[src/rtl/sar_adc_seq.sv]
module sar_adc_seq #(
  parameter int RES     = 10,
  parameter int NCH     = 6,
  parameter int DW      = 32,
  parameter int DLY_RST = 8
) (
  input  logic          clk,
  input  logic          rst_n,
  input  logic          reg_we,
  input  logic [3:0]    reg_addr,
  input  logic [DW-1:0] reg_wdata,
  output logic [DW-1:0] reg_rdata,
  output logic          irq,
  output logic          adc_pwr,
  output logic [2:0]    adc_chan,
  output logic [RES-1:0] dac_code,
  input  logic          cmp_hi
);
  localparam int BW = (RES > 1) ? $clog2(RES) : 1;
  localparam logic [3:0] NCH4 = 4'(NCH);

  typedef enum logic [1:0] {S_IDLE, S_WAIT, S_CONV} st_t;

  st_t            st;
  logic [5:0]     cnt, dly;
  logic [BW-1:0]  bitp;
  logic [RES-1:0] sar, sar_nx, data_q;
  logic           ien, pwr, irq_st;
  logic [2:0]     chan;

  wire ctrl_we = reg_we && reg_addr == 4'h8;
  wire dly_we  = reg_we && reg_addr == 4'hC;
  wire wzero   = reg_wdata == '0;
  wire busy    = st != S_IDLE;
  wire conv    = st == S_CONV;

  always_comb begin
    sar_nx = sar;
    if (!cmp_hi) sar_nx[bitp] = 1'b0;
    if (bitp != '0) sar_nx[bitp - 1'b1] = 1'b1;
  end

  always_ff @(posedge clk or negedge rst_n) begin
    if (!rst_n) begin
      st <= S_IDLE; cnt <= '0; dly <= 6'(DLY_RST); bitp <= '0;
      sar <= '0; data_q <= '0; ien <= 1'b0; pwr <= 1'b0;
      irq_st <= 1'b0; chan <= '0;
    end else begin
      if (dly_we) dly <= reg_wdata[5:0];
      if (ctrl_we && wzero) begin
        st <= S_IDLE; ien <= 1'b0; pwr <= 1'b0; irq_st <= 1'b0; chan <= '0;
      end else begin
        if (ctrl_we && !busy) begin
          ien    <= reg_wdata[5];
          pwr    <= reg_wdata[3];
          chan   <= reg_wdata[2:0];
          irq_st <= 1'b0;
          if (reg_wdata[3]) begin
            st  <= S_WAIT;
            cnt <= dly;
          end
        end
        case (st)
          S_WAIT:
            if (cnt == '0) begin
              st   <= S_CONV;
              sar  <= {1'b1, {(RES-1){1'b0}}};
              bitp <= BW'(RES - 1);
            end else begin
              cnt <= cnt - 1'b1;
            end
          S_CONV: begin
            sar <= sar_nx;
            if (bitp != '0) begin
              bitp <= bitp - 1'b1;
            end else begin
              data_q <= sar_nx;
              irq_st <= 1'b1;
              st     <= S_IDLE;
            end
          end
          default: ;
        endcase
      end
    end
  end

  assign irq      = irq_st & ien;
  assign adc_pwr  = pwr;
  assign adc_chan = ({1'b0, chan} < NCH4) ? chan : 3'd0;
  assign dac_code = conv ? sar : '0;

  always_comb begin
    case (reg_addr)
      4'h0:    reg_rdata = DW'(data_q);
      4'h4:    reg_rdata = DW'(busy);
      4'h8:    reg_rdata = DW'({irq_st, ien, 1'b0, pwr, chan});
      4'hC:    reg_rdata = DW'(dly);
      default: reg_rdata = '0;
    endcase
  end
endmodule

[config.mk]
export PLATFORM = sky130hd
export DESIGN_NAME = sar_adc_seq
export DESIGN_NICKNAME = d
export VERILOG_FILES = /design/src/rtl/sar_adc_seq.sv
export SDC_FILE = /design/constraint.sdc
export NUM_CORES = 1
export LEC_CHECK = 0
export ABC_AREA = 1
export BUFFER_PORTS_ARGS = -buffer_cell sky130_fd_sc_hd__buf_4
export CAP_MARGIN = 15
export CORE_ASPECT_RATIO = 0.75
export CORE_MARGIN = 4
export CORE_UTILIZATION = 55
export CTS_CLUSTER_DIAMETER = 200
export CTS_CLUSTER_SIZE = 16
export DETAILED_ROUTE_END_ITERATION = 12
export GPL_ROUTABILITY_DRIVEN = 1
export GPL_TIMING_DRIVEN = 0
export HOLD_SLACK_MARGIN = 0.12
export PLACE_DENSITY = 0.83
export SYNTH_ARGS = -nofsm -noshare
export SYNTH_HDL_FRONTEND = slang
export SYNTH_SLANG_ARGS = --single-unit
[constraint.sdc]
create_clock -name clk -period 3.45 [get_ports clk]
set_input_delay 0.1725 -clock clk [delete_from_list [all_inputs] [get_ports clk]]
set_output_delay 0.1725 -clock clk [all_outputs]
set_load 0.03 [all_outputs]
======== After elaboration in Yosys (flattened, before gate mapping) ========
Cells that the tools add are included.
word-level totals
  register bits ........................... 44
  bits of input ports ..................... 40
  output and inout port bits .............. 47
  logic and storage cells ................. 81
operators by class
  add/sub/neg operators ................... 2
  $lt $le $gt $ge ......................... 5
  equality and inequality tests ........... 7
  muxes and demuxes ....................... 34
  bitwise logic cells ..................... 6
  reductions and logical operators ........ 17
operator list
  cell                 count
  $mux 10              4
  $pmux 10 s4          1
  $logic_not 32->1     1
  $mux 6               4
  $pmux 10 s2          1
  $and 10x10->10       1
  $lt 4x5->1 const B   2
  $mux 1               10
  $mux 2               5
  $not 10->10          1
  $or 10x10->10        1
  $mux 3               3
  $demux 1 s4          2
  $eq 4x4->1 const B   2
  $ge 4x1->1 const B   2
  $mux 4               2
  $pmux 4 s2           1
  $logic_and 1x1->1    6
  $logic_not 6->1      1
  $reduce_and 3->1     2
  $reduce_bool 2->1    3
  $sub 6x1->6 const B  1
  $eq 4x3->1 const B   1
  $logic_not 4->1      1
  other kinds (12)     13

======== Longest topological paths before layout ========
  depth after elaboration ................. 10
  mapped depth ............................ 11
  gate-level depth less buffers ........... 10

======== Least setup slack after synthesis ========
OpenSTA, ideal clock, no wires.
  kind .................................... register -> register
  start ................................... register bitp[0]
  end ..................................... register data_q[7]
  setup time .............................. 116 ps
  arrival ................................. 1492 ps
  data required time ...................... 3334 ps
  slack ................................... 1841 ps
  stages on the path, launching flop included .. 11
  buffers on the path ..................... 1
  period minus slack after synthesis ...... 1609 ps
  cells stage by stage .................... dfrtp_1 inv_1 ha_1 inv_1 nor2_1 nand2_1 inv_2 nand2_4 buf_6 nand2_1 nand2_1
between the ends
  longest elaborated chain between the ends .. 9
  elaborated cells between the ends (all ways) .. 19
  those cells by class .................... 1 x add/sub; 4 x order compare; 6 x mux; 4 x bitwise; 4 x reduce/logical
RTL lines
  item                                                                line  RTL
  start: declaration                                                  26    logic [BW-1:0] bitp;
  start signal: assignment                                            68    bitp <= BW'(RES - 1);
  start signal: assignment                                            75    bitp <= bitp - 1'b1;
  parallel branches: the longest is 9 deep, another holds $lt 4x5->1  --
  end signal: assignment                                              77    data_q <= sar_nx;
  end: declaration                                                    27    logic [RES-1:0] sar, sar_nx, data_q;
Parallel ways; which one is timed is not known.
A chain may end at the register's enable or synchronous reset.

======== Final worst setup path ========
  start ................................... register bitp[0]
  end ..................................... register sar[4]
between the ends
  longest elaborated chain between the ends .. 10
  elaborated cells between the ends (all ways) .. 18
  those cells by class .................... 1 x add/sub; 4 x order compare; 7 x mux; 3 x bitwise; 3 x reduce/logical
RTL lines
  item                                                                line  RTL
  parallel branches: the longest is 8 deep, another holds $lt 4x5->1  --
  $mux 10 *                                                           40    if (bitp != '0) sar_nx[bitp - 1'b1] = 1'b1;
  $pmux 10 s2 *                                                       63    case (st)
  end signal: assignment                                              67    sar <= {1'b1, {(RES-1){1'b0}}};
  end signal: assignment                                              73    sar <= sar_nx;
  end: declaration                                                    27
Mark *: on every way between the ends.

==> Flow_metrics.wiki <==
{| class="wikitable"
! Metric !! Value
|-
| Area Growth Syn to Fin || 25.0%
|-
| Ant diodes || 0
|-
| Mapped cell area || 0.00320 mm^2
|-
| GRT Overall Usage || 24.3%
|-
| Flip-flop cell with the highest count after synthesis || dfrtp_1
|-
| Unrepaired setup endpoints after global routing || no
|-
| DRC violation count after routing || 0
|-
| Clock buffer count from CTS || 5
|-
| Iter 0 DRT Violations || 197
|-
| Max-cap viol count || 0
|-
| Clock root buffer || clkbuf_8
|-
| Maximum number of buffers from clock root to sink || 2
|-
| Number of flops mapped to enable cells by yosys || 0
|-
| Chip width || 96.1 um
|-
| # IOs || 87
|-
| Maximum number of pins on one net before global-route repair || 45
|-
| CTS tree || built
|-
| Area of combinational cells with multiple inputs || roughly 0.0018 mm^2
|-
| Worst clock skew || between 0.007 and 0.008 ns
|-
| Detail Route Antenna Nets || 0
|-
| Yosys warns || 0
|-
| H-tree depth || 2
|-
| CTS-repair resized insts || 0
|-
| Proportion of synthesized chip area in sequential cells || between 30% and 40%
|-
| Headroom to the max-slew limit || 62.0%
|-
| Static leakage || approximately 2.2 nW
|-
| Library cells used by synthesis || 34
|-
| Total via count after detailed routing || between 3000 and 4000
|-
| Number of max-slew violations in the final report || 0
|-
| DR pass1 iterations || 6
|-
| Die extent in y || 74.0 um
|-
| Worst setup slack after placement || roughly 1.5 ns
|-
| Tmin final || 2.04 ns
|-
| Hold Crit Class || in -> reg
|-
| Sequential Area || 0.00110 mm^2
|-
| RD Place Congestion || 0.971
|-
| Hold_buf cts || 4
|-
| Transition at the pin with the smallest max-transition slack || 0.570 ns
|-
| Worst Setup End Kind || flip-flop
|-
| Full die area || 0.00711 mm^2
|-
| HPWL after detailed placement || between 6 and 7 mm
|-
| Final #Nets || 592
|-
| Via density || around 5.1
|-
| Initial core utilization || 58.2%
|-
| Final setup violation count || 0
|-
| Final Hold Vio Count || 0
|-
| Type of origin of the critical path || flip-flop
|-
| Wire length of the first global-routing pass || 13.4 mm
|-
| Async set or reset register ratio after synthesis || 100%
|-
| Std-Cell Rows || 23
|-
| Total power per unit cell area || 487 mW/mm^2
|-
| Setup Buffers After CTS || 0
|-
| Number of global-route vias before repair || between 2000 and 3000
|-
| Antenna violations before repair || 0
|-
| Post-Syn Area per Cell || 7.17 um^2
|-
| Synthesized instance count || 446
|-
| Status || finished, final reports clean
|-
| Clock latency on the worst-skew pair || just over 0.3 ns
|-
| Filler cell count || 460
|-
| Ratio of final minimum period to clock period || a little under 60%
|-
| Overall overflow remaining after global route || 0
|-
| Worst-case setup margin in the final layout || between 1 and 1.5 ns
|-
| Placeable core area || 0.00550 mm^2
|-
| Port Buffer Count || 63
|-
| Highest net fanout along the worst path || 7
|-
| Smallest hold slack || around 0.13 ns
|-
| Required time of the worst setup path || about 3.7 ns
|-
| Routed wire length per instance || 13.7 um
|-
| Detailed Route WL || ~8.4 mm
|-
| Class of the most critical setup path || reg -> reg
|-
| VDD IR-drop max || 0.407 mV
|-
| Total Negative Setup Slacks || 0 ns
|-
| Fraction of layout cells with a size suffix above 1 || 25.1%
|-
| Flip-flop and latch count after synthesis || 44
|-
| Arrival @ worst endpoint || between 2 and 2.5 ns
|-
| Number of clock sinks seen by CTS || 44
|-
| Peak Freq || between 400 and 500 MHz
|-
| Clock-pin transition on the worst setup and hold timing paths || about 0.1 ns
|}
## flip-flops by register name (all words and copies together), names as in the netlist, 2 cells and up
name and count:
data_q 10, cnt 6, sar 10, st 2, chan 3, dly 6
bitp 4
## where the power goes
group / internal (mW) / switching, mW
clock network: 0.218 / 0.199
registers: 0.613 / 0.0948
logic: 0.284 / 0.537
total: 1.12 / 0.831
## final timing paths
check	start	end	slack, ns	cells after the start
max	bitp[0]	sar[4]	1.41	10
min	reg_wdata[4]	dly[4]	0.13	2
max reg2reg	bitp[0]	sar[4]	1.41	10
min reg2reg	data_q[0]	data_q[0]	0.48	2
max in group asynchronous	rst_n	cnt[1]	2.66	2
min in group asynchronous	rst_n	chan[1]	0.40	2
## cells in the final DEF (no fill, tap or decap), drive strengths merged, types with 2 or more instances in the layout
| master | count |
|---|---|
| dlygate4sd3 | 4 |
| conb | 22 |
| nand3 | 49 |
| dfrtp | 43 |
| o211ai | 4 |
| inv | 52 |
| clkbuf | 7 |
| a22o | 2 |
| mux2 | 5 |
| nand4 | 4 |
| nor2 | 47 |
| ha | 11 |
| buf | 90 |
| nand2 | 150 |
| a21boi | 2 |
| o21ai | 25 |
| a21oi | 15 |
## metal layers
metal	vias to the layer above	part of all wire (%)	global-route usage [%]
li1	1567	-	-
met1	1461	48	36.4
met2	110	45	37.1
met3	14	7.0	3.54
met4	0	0.94	5.68
met5	-	0	0
## layout make-up
cell class / instances / area share (%)
clock inverters: 3 / 1.16
clock buffers: 5 / 1.72
flip-flops and latches: 44 / 27.6
inverters: 51 / 4.79
well taps: 75 / 2.35
multi-input cells: 343 / 43.9
repair buffers: 67 / 12.8
plain buffers: 29 / 5.73
## critical path: stages, from the launching register on
cell     delay (ns)
dfrtp_1        0.46
inv_1          0.21
ha_1           0.31
inv_1          0.15
nand2_1        0.08
nand2_1        0.16
inv_1          0.16
nand3_1        0.13
a21oi_1        0.15
nand3_1        0.11
nand2_1        0.07
## synth_stat cells, types with 5 or more instances
cell,count,area share [%]
buf_4,23,5.4
nand3_2,6,1.9
mux2_2,5,1.8
nand2_1,143,17
dfrtp_1,43,34
inv_2,5,0.59
inv_1,46,5.4
a21oi_1,15,2.3
nand3_1,43,6.7
o21ai_0,24,3.8
nor2_4,8,2.8
nor2_1,35,4.1
ha_1,11,4.3
## kinds of logic (layout without fill, tap and decap cells)
logic type	after synthesis	count (layout)	synth area share, %
simple gates	251	251	36.4
buf+inv	80	155	13.1
compound gates	52	52	9.23
flops	44	44	34.5
fa+ha+maj	11	11	4.30
mux	5	5	1.76
xor+xnor	2	2	0.548
other cells	1	22	0.117
## through the flow
step | utilization [%] | power, mW | area (um^2) | cells
detailed placement | 69.9 | 1.52 | 3840 | 605
finish | 72.8 | 1.95 | 4000 | 617
CTS | 72.8 | 1.94 | 4000 | 617
global placement | 69.9 | 1.49 | 3840 | 605
floorplan | - | 1.27 | 3280 | 467
global route | 72.8 | 2.08 | 4000 | 617
No activity file was read; power rests on OpenSTA's default activity.
